### config.mk
export PLATFORM = sky130hd
export DESIGN_NAME = pwr_mute_seq
export DESIGN_NICKNAME = d
export VERILOG_FILES = /design/src/rtl/pwr_mute_seq.sv
export SDC_FILE = /design/constraint.sdc
export NUM_CORES = 1
export LEC_CHECK = 0
export BUFFER_PORTS_ARGS = -buffer_cell sky130_fd_sc_hd__buf_2
export CORE_MARGIN = 2
export CORE_UTILIZATION = 40
export DETAILED_ROUTE_END_ITERATION = 8
export PLACE_DENSITY = 0.72
export SETUP_SLACK_MARGIN = 0.3
export SYNTH_ARGS = -nofsm -noshare
export SYNTH_HDL_FRONTEND = slang
export SYNTH_SLANG_ARGS = --single-unit
### constraint.sdc
create_clock -name clk -period 5.2 [get_ports clk]
set_input_delay 1.04 -clock clk [delete_from_list [all_inputs] [get_ports clk]]
set_output_delay 1.04 -clock clk [all_outputs]
set_load 0.01 [all_outputs]
### src/rtl/pwr_mute_seq.sv
module pwr_mute_seq #(
  parameter int CNT_W = 16
) (
  input  logic             clk,
  input  logic             rst_n,
  input  logic             pdn_i,
  input  logic [CNT_W-1:0] settle_cnt_i,
  output logic             lowpwr_o,
  output logic             mute_o,
  output logic [1:0]       state_o
);

  typedef enum logic [1:0] {S_HOLD = 2'd0, S_STBY = 2'd1, S_SETTLE = 2'd2, S_RUN = 2'd3} st_t;

  st_t             st, st_nx;
  logic [CNT_W-1:0] cnt, cnt_nx;

  always_comb begin
    st_nx  = st;
    cnt_nx = cnt;
    case (st)
      S_HOLD: st_nx = S_STBY;
      S_STBY: if (!pdn_i) begin
        st_nx  = S_SETTLE;
        cnt_nx = settle_cnt_i;
      end
      S_SETTLE: begin
        if (pdn_i)            st_nx = S_STBY;
        else if (cnt == '0)   st_nx = S_RUN;
        else                  cnt_nx = cnt - 1'b1;
      end
      S_RUN: if (pdn_i) st_nx = S_STBY;
      default: st_nx = S_HOLD;
    endcase
  end

  always_ff @(posedge clk or negedge rst_n) begin
    if (!rst_n) begin
      st  <= S_HOLD;
      cnt <= '0;
    end else begin
      st  <= st_nx;
      cnt <= cnt_nx;
    end
  end

  assign state_o  = st;
  assign lowpwr_o = !rst_n || pdn_i || st == S_HOLD || st == S_STBY;
  assign mute_o   = !(rst_n && st == S_RUN && !pdn_i);

  a_r2_standby_holds: assert property (@(posedge clk) disable iff (!rst_n)
    (st == S_STBY && pdn_i) |=> st == S_STBY);
  a_r3_settle_load: assert property (@(posedge clk) disable iff (!rst_n)
    (st == S_STBY && !pdn_i) |=> (st == S_SETTLE && cnt == $past(settle_cnt_i)));
  a_r4_muted_settling: assert property (@(posedge clk) disable iff (!rst_n)
    st == S_SETTLE |-> mute_o);
  a_r5_no_early_run: assert property (@(posedge clk) disable iff (!rst_n)
    (st == S_SETTLE && !pdn_i && cnt != '0) |=> (st == S_SETTLE && cnt == $past(cnt) - 1'b1));
  a_r6_pdn_exit: assert property (@(posedge clk) disable iff (!rst_n)
    ((st == S_RUN || st == S_SETTLE) && pdn_i) |=> st == S_STBY);

endmodule

==> results of run 1 <==
Yosys cell counts, types with 2 or more instances:
library cell  count
a21oi_1           5
a31oi_1           3
a32oi_1           2
a41oi_1           2
clkbuf_1          3
dfrtp_1          18
ha_1              6
inv_1             7
mux2i_1           3
nand2_1          12
nand3b_1          2
nand4_1           3
nor2_1           16
nor2b_1           2
nor3_1            4
nor4_1            2
nor4_4            2
o21a_1            4
o21ai_0          11
o221a_2           4
o32ai_1           2
flip-flops by register name, indices dropped and copies added (netlist names):
name / count
cnt: 16
state_o: 2
critical path: stages:
cell	delay (ns)
buf_2	0.37
or4b_2	0.62
buf_2	0.16
final timing paths:
kind,endpoint,slack (ns),depth (start not counted)
max,lowpwr_o,1.96,3
min,cnt[11]$_DFFE_PN0P_,0.57,2
max reg2reg,cnt[8]$_DFFE_PN0P_,2.45,7
min reg2reg,cnt[11]$_DFFE_PN0P_,0.57,2
max in group asynchronous,cnt[9]$_DFFE_PN0P_,4.21,1
min in group asynchronous,cnt[3]$_DFFE_PN0P_,0.67,1
cell type report:
| cell class | instances | area [um^2] |
|---|---|---|
| fill | 314 | 1600 |
| inverter | 7 | 26.3 |
| sequential | 18 | 450 |
| clock buffer | 3 | 22.5 |
| tap | 33 | 41.3 |
| timing repair buffer | 22 | 110 |
| multi-input combinational | 108 | 753 |
where the power goes:
group	switching, mW	internal [mW]	total (mW)	leakage (nW)
Clock	0.0428	0.0270	0.0698	0.0138
Combinational	0.182	0.150	0.332	0.346
Sequential	0.110	0.210	0.320	0.210
Total	0.334	0.387	0.721	0.570
cells by family after synthesis:
kind of cell / count (synthesis) / share of synthesized area
buffers and inverters: 11 / 0.0341
multiplexers: 3 / 0.0241
AO/OA/AOI/OAI: 44 / 0.263
AND/OR/NAND/NOR: 55 / 0.257
adder cells (fa/ha/maj): 6 / 0.0602
flip-flops: 18 / 0.361
layer usage:
layer  part of all wire  GRT usage  routed length [um]  vias to the layer above
met2               0.48      0.307                1430                       25
met3              0.029     0.0130                  86                        7
met4              0.020     0.0762                  61                        0
met1               0.47      0.246                1410                      541
met5                  0          0                   0                        -
li1                   -          -                   -                      569
metrics by stage:
| stage | cell area [um^2] | power, mW |
|---|---|---|
| finish | 1400 | 0.721 |
| global route | 1400 | 0.789 |
| CTS | 1400 | 0.724 |
| global placement | 1380 | 0.637 |
| detailed placement | 1380 | 0.652 |
| floorplan | 1250 | 0.557 |
layout by cell type, fill, tap and decap left out, types with 2 or more instances in the layout:
cell type / instances
buf_2: 22
dfrtp_1: 18
nor2_1: 16
nand2_1: 12
o21ai_0: 11
inv_1: 7
ha_1: 6
a21oi_1: 5
nor3_1: 4
o21a_1: 4
o221a_2: 4
a31oi_1: 3
mux2i_1: 3
nand4_1: 3
clkbuf_4: 3
nand3b_1: 2
nor2b_1: 2
nor4_4: 2
nor4_1: 2
o32ai_1: 2
a41oi_1: 2
a32oi_1: 2
==> summary.txt, run 1 <==
Worst-path clk slew: 0.10 ns
Slew @ Worst Pin: 0.944 ns
Final nets: 185
Global-route usage over all layers: 0.185
Initial antenna violation count: 0
Fin Hold WS: 0.566 ns
RePlAce Congestion: 0.787
Critical path fanouts, max: 20
Layout cells sized above 1: 0.234
Pin count of the biggest net entering global routing: 21
Sequential cell area fraction in the yosys report: 0.361
RSZ-0062 raised after global routing: false
Starting DRT DRC Count: 69
Crit. Startpoint: rst_n
DIE AREA: 0.00358 mm^2
First-pass GRT wire length: 5.09 mm
Clock latency on the worst-skew pair: 0.29 ns
Post-synth EDFFs: 0
Port bufs: 22
Synth Cell Area: 0.00125 mm^2
Worst hold path class: flip-flop to flip-flop
Power Dens Cells: 514 mW/mm^2
Via/cell ratio: 5.98
Post_cts resized: 0
Post-synth ARST share: 1.00
Vias in the first global route: 1085
Drt total wl: 2.98 mm
CTS Buf Count: 3
CTS Hold Bufs: 0
Crit path kind: primary input to output port
Clock tree sinks: 18
Fin cells: 191
CTS tree: yes
Final setup viols: 0
Synth Net Count: 162
Die W: 59.8 um
Root Buffer: clkbuf_4
Share of the synthesized area in the top cell type: 0.361
Antenna cells: 0
Clock H-tree levels: 1
HPWL after DPL: 2.16 mm
Final ANT Viol Nets: 0
Number of core rows: 20
Worst Clk Skew: 0.00285 ns
Pre-CTS setup slack: 1.94 ns
Clock buffer depth: 2
Critical Path End Type: output port
WP data required: 4.16 ns
Reg2reg start: state_o[0]$_DFFE_PN0P_
Synth cell types: 45
Crit path DAT: 2.20 ns
Largest area contributor in the netlist: dfrtp_1
Max-cap violation count: 0
Post-layout min period: 3.24 ns
Core area: 0.00300 mm^2
Placed cells: 188
Worst Hold Launch: cnt[11]$_DFFE_PN0P_
Final Hold Vio Count: 0
Chip height: 59.8 um
Slew Limit Headroom: 0.366
Final worst-path cycle share: 0.622
Syn avg cell area: 9.10 um^2
GR Overflow Total: 0
Fmax: 0.309 GHz
Post-CTS Setup Repair Bufs: 0
Startpoint types: primary input
#FFs+latches synth: 18
Post-Route Utilization: 0.468
Routed WL per cell: 15.6 um
Starting Density: 0.415
Worst setup margin: 1.96 ns
Setup Total Neg Slack: 0 ns
Area Overhead vs Synth: 12.7%
Status: complete, no violations
Vias: 1142
Fin. max-slew vios: 0
DRC: 0
Synth warn: 0
Drt pass-1 iters: 4
Leakage power: 0.570 nW
IO Pins: 23
Maximum vdd ir drop: 0.149 mV
Post-Syn Instances: 137
Top FF cell, synth: dfrtp_1
Synth area leaders: dfrtp_1 (36%), ha_1 (6.0%), nor2_1 (4.8%)
No activity file was read; power rests on OpenSTA's default activity.
==> inputs of run 2 (changes only) <==
Settings changed: PLACE_DENSITY 0.72 to 0.74.
Clock period 5.2 ns to 2.9 ns, I/O delays scaled along.
==> run 2 against run 1 <==
Compared with the run above: sequential share of layout area is 0.40 points lower; largest cell class unchanged; first-iteration DRC count is 14% lower; setup slack worse by 1.5 ns; die area stayed put; critical endpoint unchanged; critical path type is now flip-flop to output port.
==> summary.txt, run 2 (synthesis gave the netlist of run 1 again) <==
CTS Hold Bufs: 0 (unchanged)
Vias in the first global route: 1203 (was 1085)
Root Buffer: clkbuf_4 (unchanged)
Fin. max-slew vios: 0 (unchanged)
Pwr Total: 1.33 mW (was 0.721 mW)
Worst R2R End: state_o[1]$_DFFE_PN0P_ (was cnt[8]$_DFFE_PN0P_)
Starting DRT DRC Count: 59 (was 69)
Seq pwr share: 0.435 (was 0.443)
Area Overhead vs Synth: 14.1% (was 12.7%)
Switching power: 0.623 mW (was 0.334 mW)
First-pass GRT wire length: 5.34 mm (was 5.09 mm)
Post_cts resized: 0 (unchanged)
Drt pass-1 iters: 4 (unchanged)
Most frequent cells in the layout: buf_2 (22), dfrtp_1 (18), nor2_1 (16), nand2_1 (12), o21ai_0 (11) (unchanged)
Final worst-path cycle share: 0.848
Startpoint types: flip-flop (was primary input)
Internal power: 0.705 mW (was 0.387 mW)
Largest Register: cnt (unchanged)
Power Dens Cells: 935 mW/mm^2 (was 514 mW/mm^2)
Final ANT Viol Nets: 0 (unchanged)
Number of core rows: 20 (unchanged)
Fmax: 0.407 GHz
R2R depth: 7 (unchanged)
Flop-to-flop setup slack: 0.65 ns (was 2.45 ns)
Chip height: 59.8 um (unchanged)
Clock buffer depth: 2 (unchanged)
Slew @ Worst Pin: 0.523 ns (was 0.944 ns)
Post-CTS Setup Repair Bufs: 0 (unchanged)
Crit path kind: flip-flop to output port (was primary input to output port)
DIE AREA: 0.00358 mm^2 (unchanged)
Clock latency on the worst-skew pair: 0.30 ns (was 0.29 ns)
IO Pins: 23 (unchanged)
Post-layout min period: 2.46 ns
Maximum vdd ir drop: 0.324 mV (was 0.149 mV)
Clock Power Share: 0.094 (was 0.097)
Max incr delay on CP: 0.64 ns (was 0.62 ns)
Fill count: 304 (was 314)
Core area: 0.00300 mm^2 (unchanged)
Worst-path clk slew: 0.10 ns (about the same)
Leakage power: 0.578 nW (was 0.570 nW)
Port bufs: 22 (unchanged)
Worst hold path class: primary input to async pin (was flip-flop to flip-flop)
DRC: 0 (unchanged)
Clock tree sinks: 18 (unchanged)
Worst-path cell with the longest stage delay: or4b_2 (unchanged)
Pin count of the biggest net entering global routing: 20 (was 21)
Reg2reg start: state_o[0]$_DFFE_PN0P_ (unchanged)
Critical path fanouts, max: 5 (was 20)
Antenna cells: 0 (unchanged)
CTS tree: yes (unchanged)
CTS Buf Count: 3 (unchanged)
WP data required: 2.32 ns (was 4.16 ns)
Logic pwr share: 0.471 (was 0.460)
Clock H-tree levels: 1 (unchanged)
Vias: 1167 (was 1142)
Crit path DAT: 1.88 ns (was 2.20 ns)
Final Hold Vio Count: 0 (unchanged)
Final nets: 187 (was 185)
Drt total wl: 3.13 mm (was 2.98 mm)
Global-route usage over all layers: 0.200 (was 0.185)
Starting Density: 0.415 (unchanged)
Final setup viols: 0 (unchanged)
Pre-CTS setup slack: 0.549 ns (was 1.94 ns)
Layout cells sized above 1: 0.250 (was 0.234)
Routed WL per cell: 16.2 um (was 15.6 um)
Setup Total Neg Slack: 0 ns (unchanged)
Initial antenna violation count: 0 (unchanged)
Status: complete, no violations (unchanged)
Critical Path End Type: output port (unchanged)
RSZ-0062 raised after global routing: false (unchanged)
Number of flip-flops in the largest register: 16 (unchanged)
Sw Ratio: 0.469 (was 0.464)
Worst setup margin: 0.442 ns (was 1.96 ns)
GR Overflow Total: 0 (unchanged)
Die W: 59.8 um (unchanged)
Most common cell after layout, fill and taps aside: buf_2 (unchanged)
Max-cap violation count: 0 (unchanged)
Via/cell ratio: 6.05 (was 5.98)
Slew Limit Headroom: 0.650 (was 0.366)
Fin Hold WS: 0.243 ns (was 0.566 ns)
HPWL after DPL: 2.38 mm (was 2.16 mm)
Worst Clk Skew: 0.00173 ns (was 0.00285 ns)
Worst path cell trace: inv_1 > ha_1 > or4b_2 > buf_2 (was buf_2 > or4b_2 > buf_2)
RePlAce Congestion: 0.826 (was 0.787)
[run 2: worst max-delay path, delay by kind of cell, from the launching register on]
| family | cells | cell delay [ns] |
|---|---|---|
| simple gates | 1 | 0.64 |
| flops | 1 | 0.40 |
| fa+ha+maj | 1 | 0.27 |
| buf+inv | 2 | 0.27 |
[run 2: final cells by class]
cell class / instances / area [um^2] / area share
clock buffers: 3 / 22.5 / 0.0158
inverters: 7 / 26.3 / 0.0185
multi-input cells: 108 / 756 / 0.532
flip-flops and latches: 18 / 450 / 0.317
well taps: 33 / 41.3 / 0.0290
repair buffers: 24 / 125 / 0.0880
[run 2: per-stage QoR]
stage               std cells  area (um^2)   util
floorplan                 137         1250      -
global route              193         1420  0.473
detailed placement        190         1400  0.465
global placement          190         1400  0.465
finish                    193         1420  0.473
CTS                       193         1420  0.473
[run 2: power by group through the flow]
| stage | Clock [mW] | Sequential (mW) | Combinational, mW |
|---|---|---|---|
| floorplan | 0 | 0.539 | 0.461 |
| global placement | 0 | 0.567 | 0.592 |
| detailed placement | 0 | 0.576 | 0.621 |
| CTS | 0.132 | 0.571 | 0.623 |
| global route | 0.147 | 0.597 | 0.711 |
| finish | 0.125 | 0.577 | 0.626 |
[run 2: per-layer routing]
| layer | vias to the layer above | global-route usage | wire [um] |
|---|---|---|---|
| li1 | 568 | - | - |
| met1 | 550 | 0.253 | 1360 |
| met2 | 45 | 0.328 | 1530 |
| met3 | 4 | 0.0390 | 209 |
| met4 | 0 | 0.0921 | 22 |
| met5 | - | 0 | 0 |
[run 2: how the worst max path moves through the flow]
stage                     slack (ns)                  end  cells after the start                   start
after global placement          0.64  cnt[15]$_DFFE_PN0P_                      7  state_o[0]$_DFFE_PN0P_
after global routing            0.39             lowpwr_o                      4  state_o[1]$_DFFE_PN0P_
final                           0.44             lowpwr_o                      4  state_o[1]$_DFFE_PN0P_
after detailed placement        0.55   cnt[6]$_DFFE_PN0P_                      7  state_o[0]$_DFFE_PN0P_
after floorplan                 0.91             lowpwr_o                      3  state_o[1]$_DFFE_PN0P_
after CTS                       0.45             lowpwr_o                      4  state_o[1]$_DFFE_PN0P_
==> inputs of run 3 (changes only) <==
Clock period 2.9 ns to 2.2 ns, I/O delays scaled along.
==> run 3 against run 2 <==
Compared with the run above: sequential power up 33%; global-route usage up 3.0 points; flip-flop and latch count unchanged; total power up 61%; non-clock buffer count up 20; via count up 12%; first-iteration DRC count up 27%; critical endpoint unchanged; largest cell class unchanged; largest power group unchanged.
==> summary.txt, run 3 (synthesis gave the netlist of run 1 again) <==
Fill count: 267 (was 304)
Status: complete, no violations (unchanged)
Crit. Startpoint: state_o[0]$_DFFE_PN0P_ (was state_o[1]$_DFFE_PN0P_)
Clock tree sinks: 18 (unchanged)
Die W: 59.8 um (unchanged)
Final ANT Viol Nets: 0 (unchanged)
Vias: 1302 (was 1167)
Core area: 0.00300 mm^2 (unchanged)
Worst path cell trace: ha_4 > or4b_4 > buf_6 (was inv_1 > ha_1 > or4b_2 > buf_2)
Internal power: 1.17 mW (was 0.705 mW)
Clock H-tree levels: 1 (unchanged)
Final worst-path cycle share: 0.910
Fin. max-slew vios: 0 (unchanged)
Switching power: 0.963 mW (was 0.623 mW)
CP Depth: 3 (was 4)
Sw Ratio: 0.451 (was 0.469)
Leakage power: 0.700 nW (was 0.578 nW)
FF/Latch Area: 454 um^2 (was 450 um^2)
CTS tree: yes (unchanged)
Pin count of the biggest net entering global routing: 20 (unchanged)
CTS Buf Count: 3 (unchanged)
DIE AREA: 0.00358 mm^2 (unchanged)
Final setup viols: 0 (unchanged)
Flop-to-flop setup slack: 0.35 ns (was 0.65 ns)
Clock buffer depth: 2 (unchanged)
WP data required: 1.76 ns (was 2.32 ns)
Routed WL per cell: 17.3 um (was 16.2 um)
Seq pwr share: 0.359 (was 0.435)
Port bufs: 22 (unchanged)
Worst hold path class: primary input to async pin (unchanged)
GR Overflow Total: 0 (unchanged)
Vias in the first global route: 1327 (was 1203)
Logic pwr share: 0.564 (was 0.471)
Worst Clk Skew: 0.00369 ns (was 0.00173 ns)
Worst-path clk slew: 0.10 ns (about the same)
Largest Register: cnt (unchanged)
Starting DRT DRC Count: 75 (was 59)
R2R depth: 6 (was 7)
Crit path capture: lowpwr_o (unchanged)
Drt total wl: 3.70 mm (was 3.13 mm)
Clock Power Share: 0.077 (was 0.094)
Worst setup margin: 0.198 ns (was 0.442 ns)
Crit path kind: flip-flop to output port (unchanged)
Layout cells sized above 1: 0.453 (was 0.250)
Number of flip-flops in the largest register: 16 (unchanged)
Crit path DAT: 1.56 ns (was 1.88 ns)
Worst-path cell with the longest stage delay: or4b_4 (was or4b_2)
HPWL after DPL: 2.47 mm (was 2.38 mm)
Critical path fanouts, max: 4 (was 5)
Max incr delay on CP: 0.51 ns (was 0.64 ns)
Antenna cells: 0 (unchanged)
Most frequent cells in the layout: buf_2 (21), buf_4 (21), dfrtp_1 (15), nor2_1 (14) (was buf_2 (22), dfrtp_1 (18), nor2_1 (16), nand2_1 (12), o21ai_0 (11))
Slew Limit Headroom: 0.722 (was 0.650)
CP bufs+invs: 1 (was 2)
Initial antenna violation count: 0 (unchanged)
Fmax: 0.500 GHz
Post-Route Utilization: 0.569 (was 0.473)
Clock latency on the worst-skew pair: 0.29 ns (was 0.30 ns)
Area Overhead vs Synth: 37.1% (was 14.1%)
Reg2reg start: cnt[14]$_DFFE_PN0P_ (was state_o[0]$_DFFE_PN0P_)
Final Hold Vio Count: 0 (unchanged)
DRC: 0 (unchanged)
Slew @ Worst Pin: 0.412 ns (was 0.523 ns)
CP top delay family: simple AND/OR/NAND/NOR gates (unchanged)
Root Buffer: clkbuf_4 (unchanged)
RSZ-0062 raised after global routing: true (was false)
Global-route usage over all layers: 0.231 (was 0.200)
Worst R2R End: cnt[12]$_DFFE_PN0P_ (was state_o[1]$_DFFE_PN0P_)
Critical Path End Type: output port (unchanged)
Number of core rows: 20 (unchanged)
CTS Hold Bufs: 0 (unchanged)
Pre-CTS setup slack: 0.122 ns (was 0.549 ns)
Maximum vdd ir drop: 0.529 mV (was 0.324 mV)
First-pass GRT wire length: 6.21 mm (was 5.34 mm)
Starting Density: 0.415 (unchanged)
Final nets: 208 (was 187)
IO Pins: 23 (unchanged)
Startpoint types: flip-flop (unchanged)
Power Dens Cells: 1250 mW/mm^2 (was 935 mW/mm^2)
RePlAce Congestion: 0.860 (was 0.826)
Via/cell ratio: 6.08 (was 6.05)
Drt pass-1 iters: 4 (unchanged)
Multi-input gate area: 868 um^2 (was 756 um^2)
Max-cap violation count: 0 (unchanged)
Setup Total Neg Slack: 0 ns (unchanged)
Post-layout min period: 2.00 ns
Chip height: 59.8 um (unchanged)
[run 3: cell types whose count changed in the layout (fill, tap and decap cells not counted), sizes merged]
cell / before / now
buf: 24 / 44
clkinvlp: 0 / 2
inv: 7 / 6
[run 3: worst min path at each step]
stage / from / endpoint
2_1_floorplan: rst_n / cnt[0]$_DFFE_PN0P_
3_3_place_gp: rst_n / cnt[5]$_DFFE_PN0P_
3_5_place_dp: rst_n / cnt[5]$_DFFE_PN0P_
4_1_cts: rst_n / state_o[0]$_DFFE_PN0P_
5_1_grt: rst_n / cnt[5]$_DFFE_PN0P_
6_report: rst_n / cnt[5]$_DFFE_PN0P_
[run 3: layout make-up]
type                            count  area share
Timing Repair inverter              1     0.00439
Inverter                            7      0.0176
Clock buffer                        3      0.0132
Tap cell                           33      0.0242
Sequential cell                    18       0.266
Multi-Input combinational cell    108       0.508
Timing Repair Buffer               44       0.167
[run 3: what timing repair did]
| action | 4_1_cts | 5_1_grt |
|---|---|---|
| endpoints found under the setup margin | 14 | 17 |
| gates cloned | 1 | 0 |
| endpoints found under the hold margin | 0 | 0 |
| buffers inserted | 9 | 3 |
| pin swaps | 2 | 5 |
| gates resized for setup | 17 | 18 |
[run 3: per-stage QoR]
step	std cells	hold slack, ns	power (mW)	cell area, um^2
final	214	0.110	2.14	1710
after global routing	214	0.133	2.31	1710
after CTS	211	0.115	1.97	1620
after detailed placement	198	0.436	1.62	1460
after global placement	198	0.441	1.57	1460
after floorplan	137	0.144	1.32	1250
[run 3: power by group through the flow]
stage / registers [mW] / logic [mW] / clock network (mW)
after detailed placement: 0.761 / 0.864 / 0
after CTS: 0.750 / 1.05 / 0.169
after floorplan: 0.711 / 0.607 / 0
after global routing: 0.794 / 1.33 / 0.185
final: 0.768 / 1.20 / 0.164
after global placement: 0.748 / 0.824 / 0
[run 3: per-layer routing]
| metal | share of wire | global-route usage | vias up |
|---|---|---|---|
| li1 | - | - | 612 |
| met1 | 0.43 | 0.314 | 640 |
| met2 | 0.51 | 0.377 | 45 |
| met3 | 0.050 | 0.0541 | 5 |
| met4 | 0.010 | 0.0381 | 0 |
| met5 | 0 | 0 | - |
